$ cat config.mk
export PLATFORM = sky130hd
export DESIGN_NAME = zc_milestone_seq
export DESIGN_NICKNAME = d
export VERILOG_FILES = /design/src/rtl/zc_milestone_seq.sv
export SDC_FILE = /design/constraint.sdc
export NUM_CORES = 1
export LEC_CHECK = 0
export BUFFER_PORTS_ARGS = -buffer_cell sky130_fd_sc_hd__buf_4
export CORE_MARGIN = 4
export CORE_UTILIZATION = 43
export CTS_CLUSTER_SIZE = 16
export DETAILED_ROUTE_END_ITERATION = 8
export PLACE_DENSITY_LB_ADDON = 0.12
export REMOVE_ABC_BUFFERS = 1
export SLEW_MARGIN = 40
export SYNTH_ARGS = -nofsm -noshare
export SYNTH_HDL_FRONTEND = slang
export SYNTH_SLANG_ARGS = --single-unit
$ cat constraint.sdc
create_clock -name clk -period 5 [get_ports clk]
set_clock_uncertainty 0.1 [all_clocks]
set_input_delay 0.5 -clock clk [delete_from_list [all_inputs] [get_ports clk]]
set_output_delay 0.5 -clock clk [all_outputs]
set_load 0.03 [all_outputs]
$ cat src/rtl/zc_milestone_seq.sv
module zc_milestone_seq #(
  parameter int TW        = 16,
  parameter int MS_OFFSET = 820,
  parameter int CTR_SHIFT = 20,
  parameter int IV0       = 411,
  parameter int IV1       = 382,
  parameter int IV2       = 411,
  parameter int IV3       = 5500,
  parameter int IV4       = 5000
) (
  input  logic clk,
  input  logic rst_n,
  input  logic tick,
  input  logic zc_in,
  input  logic en_cmd,
  input  logic dis_cmd,
  output logic lvl_hi,
  output logic inhibit,
  output logic busy
);

  localparam int PW = 3;
  localparam logic [2:0] A_END   = 3'd0;
  localparam logic [2:0] A_LOW   = 3'd1;
  localparam logic [2:0] A_INH   = 3'd2;
  localparam logic [2:0] A_HIGH  = 3'd3;
  localparam logic [2:0] A_REARM = 3'd4;
  localparam logic [PW-1:0] LAST = PW'(5);

  typedef enum logic [1:0] {S_OFF, S_ARM, S_PULSE, S_RUN} st_t;

  function automatic logic [TW-1:0] ivl(input logic [PW-1:0] i);
    case (i)
      3'd0:    ivl = TW'(IV0);
      3'd1:    ivl = TW'(IV1);
      3'd2:    ivl = TW'(IV2);
      3'd3:    ivl = TW'(IV3);
      3'd4:    ivl = TW'(IV4);
      default: ivl = '0;
    endcase
  endfunction

  function automatic logic [2:0] act(input logic [PW-1:0] i);
    case (i)
      3'd0:    act = A_LOW;
      3'd1:    act = A_INH;
      3'd2:    act = A_LOW;
      3'd3:    act = A_HIGH;
      3'd4:    act = A_REARM;
      default: act = A_END;
    endcase
  endfunction

  st_t           st;
  logic          zc_q;
  logic [TW-1:0] tcnt, rise_ts, tgt, plen, first_tgt, nxt_ivl;
  logic [PW-1:0] pos;
  logic [2:0]    cur_act;

  wire zc_rise = zc_in & ~zc_q;
  wire zc_fall = ~zc_in & zc_q;
  wire match   = tick && (st == S_RUN) && (tcnt == tgt);

  assign plen      = tcnt - rise_ts;
  assign first_tgt = rise_ts + (plen >> 1) - TW'(CTR_SHIFT) + TW'(MS_OFFSET);
  assign cur_act   = act(pos - PW'(1));
  assign nxt_ivl   = ivl(pos);
  assign busy      = (st == S_PULSE) || (st == S_RUN);

  always_ff @(posedge clk or negedge rst_n) begin
    if (!rst_n) begin
      st      <= S_OFF;
      zc_q    <= 1'b0;
      tcnt    <= '0;
      rise_ts <= '0;
      tgt     <= '0;
      pos     <= '0;
      lvl_hi  <= 1'b0;
      inhibit <= 1'b0;
    end else begin
      zc_q <= zc_in;
      if (tick) tcnt <= tcnt + TW'(1);
      if (dis_cmd) begin
        st      <= S_OFF;
        lvl_hi  <= 1'b0;
        inhibit <= 1'b0;
      end else begin
        case (st)
          S_OFF:   if (en_cmd) st <= S_ARM;
          S_ARM:   if (zc_rise) begin
                     rise_ts <= tcnt;
                     st      <= S_PULSE;
                   end
          S_PULSE: if (zc_fall) begin
                     tgt <= first_tgt;
                     pos <= '0;
                     st  <= S_RUN;
                   end
          S_RUN:   if (match) begin
                     if (pos == '0) begin
                       tgt <= tgt + ivl(pos);
                       pos <= PW'(1);
                     end else begin
                       case (cur_act)
                         A_LOW:   begin lvl_hi <= 1'b0; inhibit <= 1'b0; end
                         A_INH:   inhibit <= 1'b1;
                         A_HIGH:  begin lvl_hi <= 1'b1; inhibit <= 1'b0; end
                         default: ;
                       endcase
                       if (cur_act == A_REARM || cur_act == A_END || nxt_ivl == '0)
                         st <= S_ARM;
                       else begin
                         tgt <= tgt + nxt_ivl;
                         pos <= pos + PW'(1);
                       end
                     end
                   end
          default: st <= S_OFF;
        endcase
      end
    end
  end


  inh_needs_busy_chk: assert property (@(posedge clk) disable iff (!rst_n)
    inhibit |-> busy);


  dis_stop_chk: assert property (@(posedge clk) disable iff (!rst_n)
    dis_cmd |=> (!busy && !inhibit && !lvl_hi));


  run_hold_chk: assert property (@(posedge clk) disable iff (!rst_n)
    (st == S_RUN && !match) |=> $stable(tgt));


  start_edge_chk: assert property (@(posedge clk) disable iff (!rst_n)
    $rose(busy) |-> $past(zc_in && !zc_q));


  pos_bound_chk: assert property (@(posedge clk) disable iff (!rst_n)
    (st == S_RUN) |-> (pos <= LAST));


  tick_gate_chk: assert property (@(posedge clk) disable iff (!rst_n)
    !tick |=> $stable(tcnt));

endmodule

# Word level (Yosys, flattened, before mapping)
# Cells that the tools add are included.
[totals]
ff_bits = 56
input_bits = 6
out_inout_bits = 3
[op_classes]
bitwise_logic = 5
n_addsub = 9
mux = 34
eq_ne = 26
reduce_logical = 23
[op_table]
columns = ["cell", "n"]
rows = [
  ["$mux W16", 8],
  ["$pmux W13 S4", 1],
  ["$add A16 B16 Y16", 2],
  ["$pmux W16 S2", 1],
  ["$eq A3 B2 Y1 const B", 6],
  ["$ne A3 B3 Y1 const B", 6],
  ["$add A16 B1 Y16 const B", 1],
  ["$add A16 B10 Y16 const B", 1],
  ["$add A16 B15 Y16", 1],
  ["$eq A16 B16 Y1", 1],
  ["$logic_not A16 Y1", 1],
  ["$sub A16 B16 Y16", 1],
  ["$sub A16 B5 Y16 const B", 1],
  ["$mux W2", 7],
  ["$mux W3", 4],
  ["$pmux W3 S4", 1],
  ["$eq A3 B1 Y1 const B", 3],
  ["$eq A3 B3 Y1 const B", 3],
  ["$logic_not A3 Y1", 3],
  ["$mux W1", 8],
  ["$pmux W2 S4", 1],
  ["$reduce_and A4 Y1", 2],
  ["$ne A2 B2 Y1 const B", 3],
  ["$pmux W3 S2", 1],
  ["17 further kinds", 30],
]

# Logic depth before layout (Yosys ltp)
# Gate-level depths: netlist of run 1.
[depth]
ltp_word = 12
depth_mapped = 18
depth_no_buf = 18

# Worst setup path after synthesis of run 1
# Ideal clock, no wire load.
[synth_path]
kind = "reg2reg"
from = "register tcnt[3]"
to = "register tgt[13]"
required_time_ns = 4.823
path_stages_with_launch = 17
synth_period_minus_slack_ns = 3.716
arrival_time_ns = 3.539
slack_ns = 1.284
cell_sequence = "dfrtp_1 -> ha_1 -> or2_1 -> a211oi_2 -> nor3_1 -> o31ai_4 -> o21bai_1 -> a21oi_1 -> xnor2_1 -> ha_1 -> ha_1 -> a21o_1 -> nor2b_1 -> a211oi_1 -> xor2_1 -> mux2_2 -> a21oi_1"
[synth_between]
elab_chain_len = 6
elab_cells_between_ends = 10
classes_between = "add/sub (4); eq/ne (2); mux (2); reduce/logical (2)"
[synth_lines]
columns = ["element", "line_no", "rtl"]
rows = [
  ["start, declared", "56", "logic [TW-1:0] tcnt, rise_ts, tgt, plen, first_tgt, nxt_ivl;"],
  ["start signal, assigned", "82", "if (tick) tcnt <= tcnt + TW'(1);"],
  ["$sub A16 B16 Y16", "64", "assign plen = tcnt - rise_ts;"],
  ["$add A16 B15 Y16", "65", "assign first_tgt = rise_ts + (plen >> 1) - TW'(CTR_SHIFT) + TW'(MS_OFFSET);"],
  ["$sub A16 B5 Y16", "65", ""],
  ["$add A16 B10 Y16", "65", ""],
  ["$mux W16", "94", "S_PULSE: if (zc_fall) begin"],
  ["$pmux W16 S2", "88", "case (st)"],
  ["end signal, assigned", "95", "tgt <= first_tgt;"],
  ["end signal, assigned", "101", "tgt <= tgt + ivl(pos);"],
  ["end signal, assigned", "113", "tgt <= tgt + nxt_ivl;"],
  ["end, declared", "56", ""],
]
# Parallel ways exist; a longest one is shown, timed or not. The select of a mux whose other input is x is not followed.
# A chain may end at the register's enable or synchronous reset.

# Worst setup path after layout of run 1
# Ends and elaborated chain as after synthesis.

==> impl_metrics.tcl, run 1 <==
set metrics [dict create \
    synth_seq_cells 56 \
    gp_congestion 0.8159 \
    synth_cell_types 62 \
    antenna_found_initial 0 \
    rsz0062_at_grt "no" \
    ys.flop_type "dfrtp_1" \
    fin_setup_tns_ns 0 \
    synthCells 584 \
    core.rowCount 39 \
    drc 0 \
    postLayoutCellArea_mm2 0.005445 \
    cts.sinks 56 \
    syn_to_final_growth_pct 7.404 \
    async_flop_share_pct 100.0 \
    drt-wirelength-per-cell_um 15.31 \
    placed_cell_area_mm2 0.005288 \
    report.final.slew_viol_count 0 \
    netlist_area_mm2 0.005070 \
    yosysWarningCount 0 \
    synth_edf_count 0 \
    worst_slew_pin_slew_ns 0.6423 \
    cts_tree "yes" \
    postCtsSetupBuffers 0 \
    nNetsFinal 666 \
    setup_viol 0 \
    ios 9 \
    grt_pass1_wl_um 19420 \
    grt_usage_pct 18.19 \
    chipHeight_um 116.6 \
    synth-seq-area-share_pct 27.64 \
    final_layout_size_suffix_gt1_share_pct 6.633 \
    avgViaCountPerCell 5.469 \
    cts.clk_slew.worst_paths_ns 0.08 \
    first_pass_iters 4 \
    holdBufCountCts 0 \
    drt_wl_total_um 11190 \
    numPortBuffers 8 \
    coreArea_mm2 0.01147 \
    hold_viol_final 0 \
    start_kind "flop" \
    antenna_cells 0 \
    period_share_pct 81.84 \
    antenna_left 0 \
    utilization_pct 47.49 \
    fmax_mhz 244.4 \
    die_area_mm2 0.01359 \
    drt-initial-drc-count 202 \
    dpl.hpwl_um 8877 \
    cts_resized 0 \
    crit_path_end_kind "flop" \
    path_class "flop to flop" \
    cts-buffers-inserted 5 \
    cts_htree_levels 2 \
    clk_latency_ns 0.32 \
    cts_buffer_depth 2 \
    clock-root-buffer "clkbuf_16" \
    grt_max_degree 57 \
    max_slew_margin_pct 56.82 \
    grt_overflow_total 0 \
    hold_path.class "input port to async pin" \
    maxCapViolCount 0 \
    start_util_pct 44.21 \
    detailroute.via_count 3998 \
    grt_pass1_vias 3844 \
    critPathMaxFanout 7 \
    period_needed_ns 4.092 \
    cp.required_ns 5.15 \
    avgSynthCellArea_um2 8.681 \
    cp.arrival_ns 4.24 \
    fp.dieW_um 116.6 \
    status "finished clean" \
]
==> placed cells by master (no fill, tap or decap), types with 3 or more instances in the layout <==
cell        n
nand4_1    11
and3_1      8
a21o_1     12
o21ai_1     8
buf_4      10
xnor2_1    45
fa_1        3
nor2b_1     6
inv_1      39
o21a_1      9
dfrtp_1    56
mux2_2      5
nor3_1     11
nand2b_1   10
mux2i_1     3
o21ai_0    32
mux2_1      3
xor2_1     19
a21oi_1    43
or2_1       3
a31oi_1     9
a211oi_1    8
ha_1       70
nor2_1     58
o22ai_1     5
nand3_1     8
or4_1       3
clkbuf_16   5
nand2_1    40
==> metal layers <==
layer / up-vias / GRT usage [%] / part of all wire [%]
met4: 0 / 3.899 / 1.0
met3: 7 / 3.731 / 3.7
met1: 1868 / 25.94 / 50
li1: 2084 / - / -
met2: 39 / 28.60 / 45
met5: - / 0 / 0
==> path summary, 6_finish.rpt <==
| path | from | end | slack (ns) | cells past startpoint |
|---|---|---|---|---|
| worst max-delay path | tcnt[3] | tgt[13] | 0.91 | 16 |
| worst min register to register | rise_ts[0] | rise_ts[0] | 0.46 | 1 |
| max in group asynchronous | rst_n | tcnt[10] | 4.37 | 1 |
| worst max register to register | tcnt[3] | tgt[13] | 0.91 | 16 |
| min in group clk | zc_in | zc_q | 0.21 | 1 |
| worst min-delay path | rst_n | tgt[1] | 0.04 | 1 |
==> flip-flops by register name (all words and copies together), names as in the netlist <==
signal and count:
inhibit 1, lvl_hi 1, rise_ts 16, pos 3, tcnt 16, tgt 16
zc_q 1, st 2
==> worst max-delay path, stage by stage (launching register included) <==
cell and delay (ns):
dfrtp_1 0.48, ha_1 0.28, or2_1 0.28, a211oi_2 0.26, nor3_1 0.15, o31ai_4 0.33, o21bai_1 0.09, a21oi_1 0.18
xnor2_1 0.14, ha_1 0.25, ha_1 0.38, a21o_1 0.20, nor2b_1 0.14, a211oi_1 0.25, xor2_1 0.11, mux2_2 0.27
a21oi_1 0.13
==> synthesized netlist by cell type, types with 9 or more instances <==
cell	instances	area, um^2
a21o_1	12	90.09
a31oi_1	9	56.30
nor3_1	11	55.05
o21a_1	9	67.56
nand2b_1	10	62.56
a21oi_1	44	220.2
nor2_1	58	217.7
o21ai_0	32	160.2
inv_1	39	146.4
dfrtp_1	56	1401
nand2_1	40	150.1
nand4_1	11	68.82
ha_1	70	875.8
xnor2_1	45	394.1
clkbuf_1	11	41.29
xor2_1	19	166.4
==> area by class of cell <==
type	instances	area, um^2
Fill cell	1114	6022
Inverter	40	150.1
Timing Repair Buffer	11	86.33
Clock buffer	6	138.9
Multi-Input combinational cell	473	3475
Sequential cell	56	1401
Tap cell	143	178.9
Clock inverter	2	15.01
==> cell families after synthesis <==
| kind of cell | Yosys count | synth area share, % |
|---|---|---|
| mux | 11 | 2.369 |
| fa+ha+maj | 73 | 18.46 |
| flops | 56 | 27.64 |
| simple gates | 168 | 15.72 |
| compound gates | 157 | 20.56 |
| buf+inv | 55 | 4.195 |
| xor+xnor | 64 | 11.06 |
==> stage by stage <==
step,instances,hold slack (ns),setup slack [ns]
after floorplan,569,0.1044,1.276
after global placement,723,0.4323,0.9074
after detailed placement,723,0.4433,0.9040
after CTS,731,0.1854,0.8831
after global routing,731,0.08959,0.5665
final,731,0.03501,0.9081
Power of run 1 is not shown: default switching activity piles up to over one toggle a cycle in this logic, so the estimate is an artifact.
==> inputs of run 2 (changes only) <==
==> constraint.sdc (replaced) <==
create_clock -name clk -period 3.66 [get_ports clk]
set_clock_uncertainty 0.1 [all_clocks]
set_input_delay 0.366 -clock clk [delete_from_list [all_inputs] [get_ports clk]]
set_output_delay 0.366 -clock clk [all_outputs]
set_load 0.03 [all_outputs]
==> impl_metrics.tcl, run 2 (same netlist as run 1, synthesis figures left out) <==
set metrics [dict create \
    nNetsFinal 733 \
    drc 0 \
    grt_usage_pct 19.17 \
    rsz0062_at_grt "yes" \
    worst_slew_pin_slew_ns 0.5504 \
    path_class "flop to flop" \
    timing.rr.end "tgt[15]" \
    final_layout_size_suffix_gt1_share_pct 24.27 \
    drt_wl_total_um 12400 \
    reg.largest.list "rise_ts: 16 flops, tcnt: 16 flops, tgt: 16 flops" \
    coreArea_mm2 0.01147 \
    layout_common_cells "buf_4 (73), ha_1 (56), dfrtp_1 (56)" \
    antenna_cells 0 \
    r2r-start "tcnt[1]" \
    die_area_mm2 0.01359 \
    grt_overflow_total 0 \
    hold_path.class "input port to flop" \
    maxCapViolCount 0 \
    setup_viol 1 \
    core.rowCount 39 \
    antenna_found_initial 0 \
    reg2reg_slack_ns -0.008 \
    period_share_pct 100.2 \
    critPathMaxFanout 6 \
    cts_tree "yes" \
    hold_viol_final 0 \
    stdcell_count 798 \
    holdPathEnd "zc_q" \
    fillers 1021 \
    start_util_pct 44.21 \
    ios 9 \
    avgViaCountPerCell 5.402 \
    holdCritStartpoint "zc_in" \
    cp.arrival_ns 3.79 \
    syn_to_final_growth_pct 24.11 \
    dpl.hpwl_um 9536 \
    numPortBuffers 8 \
    worst_slack_ns -0.007558 \
    chipHeight_um 116.6 \
    grt_pass1_vias 4264 \
    clk_latency_ns 0.31 \
    crit_path_end_kind "flop" \
    antenna_left 0 \
    clock-root-buffer "clkbuf_16" \
    place_inst 781 \
    cts.sinks 56 \
    max_slew_margin_pct 63.31 \
    r2r.worst_path.cells 17 \
    final_common_cell "buf_4" \
    drt-initial-drc-count 203 \
    cts_htree_levels 2 \
    grt_pass1_wl_um 20580 \
    cts-buffers-inserted 5 \
    cp.required_ns 3.78 \
    cts_buffer_depth 2 \
    fmax_mhz 272.7 \
    status "complete, but fails checks" \
    report.final.slew_viol_count 0 \
    start_kind "flop" \
    detailroute.via_count 4311 \
    period_needed_ns 3.668 \
    grt_max_degree 57 \
    first_pass_iters 4 \
    cts.clk_slew.worst_paths_ns 0.08 \
    violations "negative setup slack" \
    fp.dieW_um 116.6 \
    gp_congestion 0.8177 \
    min_path_cells 1 \
    drt-wirelength-per-cell_um 15.53 \
]
[run 2: critical path: stages, from the launching register on]
cell,delay (ns)
dfrtp_1,0.41
buf_6,0.14
ha_4,0.24
a211oi_4,0.31
nor3_4,0.09
o31ai_4,0.31
o21bai_1,0.11
a21oi_1,0.19
xnor2_1,0.10
ha_1,0.33
ha_4,0.28
buf_6,0.11
nand2_1,0.08
nor2_4,0.12
a21oi_2,0.09
a32oi_2,0.21
xnor2_1,0.10
a211oi_1,0.24
[run 2: area by class of cell]
cell class	instances	area (um^2)	share of cell area, %
clock buffers	7	142.6	2.267
multi-input cells	473	3809	60.53
clock inverters	1	7.507	0.1193
repair buffers	78	603.1	9.584
inverters	40	150.1	2.386
flip-flops and latches	56	1401	22.27
well taps	143	178.9	2.844
[run 2: metal layers]
metal  GRT usage, %  wire (um)  vias up
met5              0          0        -
met4          6.040        303        0
li1               -          -     2214
met1          26.03       6165     2030
met2          30.66       5608       43
met3          4.041        318       24
[run 2: metrics by stage]
stage	instance area (um^2)	worst slack (ns)	utilization (%)	setup TNS [ns]	hold WS [ns]
detailed placement	5723	-0.1434	49.91	-0.4736	0.3990
global placement	5723	-0.05081	49.91	-0.1283	0.3804
global route	6292	-0.1720	54.87	-0.6435	0.07440
finish	6292	-0.007558	54.87	-0.007558	0.07760
floorplan	5007	-0.06375	-	-0.06375	-0.02959
CTS	6055	0.004125	52.80	0	0.06551
[run 2: worst max-delay path by stage]
stage,start,endpoint,depth (start not counted)
final,tcnt[1],tgt[15],17
after global routing,rise_ts[3],tgt[15],18
after CTS,rise_ts[0],tgt[15],17
after floorplan,tcnt[3],tgt[13],16
after global placement,tcnt[3],tgt[13],16
after detailed placement,tcnt[3],tgt[14],16
[run 2: timing repair]
item / 4_1_cts / 5_1_grt
pin swaps: 27 / 28
resized for setup: 28 / 40
setup buffers: 5 / 3
hold buffers: 0 / 1
hold endpoints to repair: 0 / 56
setup endpoints to repair: 5 / 9
Power of run 2 is left out for the same reason.
==> inputs of run 3 (changes only) <==
--- a/config.mk
+++ b/config.mk
@@ -5,10 +5,11 @@
 export SDC_FILE = /design/constraint.sdc
 export NUM_CORES = 1
 export LEC_CHECK = 0
+export ABC_AREA = 0
 export BUFFER_PORTS_ARGS = -buffer_cell sky130_fd_sc_hd__buf_4
 export CORE_MARGIN = 4
-export CORE_UTILIZATION = 43
-export CTS_CLUSTER_SIZE = 16
+export CORE_UTILIZATION = 45
+export CTS_CLUSTER_SIZE = 24
 export DETAILED_ROUTE_END_ITERATION = 8
 export PLACE_DENSITY_LB_ADDON = 0.12
 export REMOVE_ABC_BUFFERS = 1
==> impl_metrics.tcl, run 3 (same netlist as run 1, synthesis figures left out) <==
set metrics [dict create \
    status "finished clean" \
    critical_path_buf_inv_count 3 \
    wl_met1_um 6131 \
    final_layout_size_suffix_gt1_share_pct 24.39 \
    period_needed_ns 3.639 \
    drt_wl_total_um 12230 \
    layout_common_cells "buf_4 (69), nor2_1 (56), dfrtp_1 (56)" \
    report.final.slew_viol_count 0 \
    fp.dieW_um 114.1 \
    ios 9 \
    coreArea_mm2 0.01094 \
    core.rowCount 38 \
    die_area_mm2 0.01303 \
    drt-wirelength-per-cell_um 15.44 \
    avgViaCountPerCell 5.428 \
    placed_cell_area_mm2 0.005704 \
    grt_overflow_total 0 \
    clock-root-buffer "clkbuf_16" \
    clk_latency_ns 0.30 \
    antenna_found_initial 0 \
    critPathMaxFanout 4 \
    seq_area_mm2 0.001401 \
    first_pass_iters 4 \
    grt_usage_pct 19.50 \
    chipHeight_um 114.1 \
    place_inst 776 \
    grt_pass1_wl_um 20570 \
    cp_cell_sequence "ha_4 -> or2_4 -> a211oi_4 -> nor3_4 -> o31ai_4 -> buf_4 -> buf_6 -> xnor2_2 -> ha_1 -> inv_2 -> ha_4 -> o21a_1 -> nor2_1 -> a21oi_2 -> a211oi_2 -> xor2_1 -> mux2_2 -> a21oi_2" \
    timing.hold.ws_ns 0.09333 \
    wl_met2_um 5494 \
    cts.clk_slew.worst_paths_ns 0.08 \
    detailroute.via_count 4299 \
    worst_path_max_delay_cell "dfrtp_1" \
    cts_tree "yes" \
    cts-buffers-inserted 5 \
    gp_congestion 0.8193 \
    hold_path.class "input port to flop" \
    fillers 937 \
    grt_pass1_vias 4306 \
    holdCritStartpoint "zc_in" \
    maxCapViolCount 0 \
    syn_to_final_growth_pct 25.59 \
    r2r-start "tcnt[3]" \
    antenna_left 0 \
    rsz0062_at_grt "yes" \
    nNetsFinal 730 \
    worst_slew_pin_slew_ns 0.5152 \
    dr_wl_met3_um 237 \
    multi_input_area_mm2 0.003889 \
    cp.required_ns 3.79 \
    final_common_cell "buf_4" \
    hold_viol_final 0 \
    fmax_mhz 274.8 \
    antenna_cells 0 \
    highest_layer "met4" \
    max_stage_delay_ns 0.41 \
    setup_viol 0 \
    drt-initial-drc-count 221 \
    path_delay_family "compound AO/OA/AOI/OAI gates" \
    reg.largest.list "rise_ts: 16 flops, tcnt: 16 flops, tgt: 16 flops" \
    period_share_pct 99.44 \
    utilization_pct 58.23 \
    cts_buffer_depth 2 \
    crit_start "tcnt[3]" \
    dpl.hpwl_um 9337 \
    stdcell_count 792 \
    path_class "flop to flop" \
    max_slew_margin_pct 64.77 \
    cp.arrival_ns 3.77 \
    grt_max_degree 57 \
    cts.sinks 56 \
    start_kind "flop" \
    postLayoutCellArea_mm2 0.006367 \
    crit_path_end_kind "flop" \
    cts_htree_levels 2 \
    drc 0 \
    numPortBuffers 8 \
    start_util_pct 46.36 \
]
-- run 3: cell types whose count changed in the layout (fill, tap and decap cells not counted), moves of 2 or more --
cell / previous run / this run
ha_4: 11 / 16
ha_2: 3 / 1
ha_1: 56 / 53
a31oi_1: 6 / 8
buf_4: 73 / 69
a31oi_2: 3 / 1
-- run 3: cell type report --
| class | instances | area share [%] |
|---|---|---|
| Clock buffer | 5 | 1.965 |
| Clock inverter | 3 | 0.6681 |
| Tap cell | 140 | 2.751 |
| Inverter | 40 | 2.358 |
| Sequential cell | 56 | 22.01 |
| Multi-Input combinational cell | 473 | 61.07 |
| Timing Repair Buffer | 75 | 9.177 |
-- run 3: timing repair --
item / 4_1_cts / 5_1_grt
cloned: 0 / 0
hold buffers: 0 / 1
pin swaps: 28 / 38
buffers inserted: 7 / 1
endpoints found under the setup margin: 4 / 7
hold endpoints to repair: 0 / 56
gates resized for setup: 31 / 42
-- run 3: worst paths after layout --
| check | end | slack [ns] | depth (start not counted) |
|---|---|---|---|
| min in group asynchronous | tgt[1] | 0.48 | 2 |
| max | tgt[13] | 0.02 | 18 |
| min | zc_q | 0.09 | 1 |
| min reg2reg | tcnt[15] | 0.45 | 1 |
| max reg2reg | tgt[13] | 0.02 | 18 |
| max in group asynchronous | tcnt[1] | 2.57 | 2 |
-- run 3: worst register-to-register path: stages (launching register included) --
cell	delay (ns)
dfrtp_1	0.41
ha_4	0.17
or2_4	0.27
a211oi_4	0.30
nor3_4	0.09
o31ai_4	0.26
buf_4	0.16
buf_6	0.09
xnor2_2	0.05
ha_1	0.29
inv_2	0.05
ha_4	0.26
o21a_1	0.11
nor2_1	0.04
a21oi_2	0.24
a211oi_2	0.12
xor2_1	0.15
mux2_2	0.28
a21oi_2	0.13
-- run 3: through the flow --
stage               setup slack (ns)  TNS (ns)
floorplan                   -0.06375  -0.06375
global placement            -0.05139   -0.1138
detailed placement           -0.1370   -0.3246
CTS                         -0.02837  -0.05327
global route                 -0.1399   -0.8035
finish                       0.02054         0
-- run 3: routing by layer --
metal | track usage (%) | vias to the layer above
li1 | - | 2216
met1 | 27.31 | 2012
met2 | 31.19 | 49
met3 | 2.326 | 22
met4 | 6.809 | 0
met5 | 0 | -
Power of run 3 is left out for the same reason.
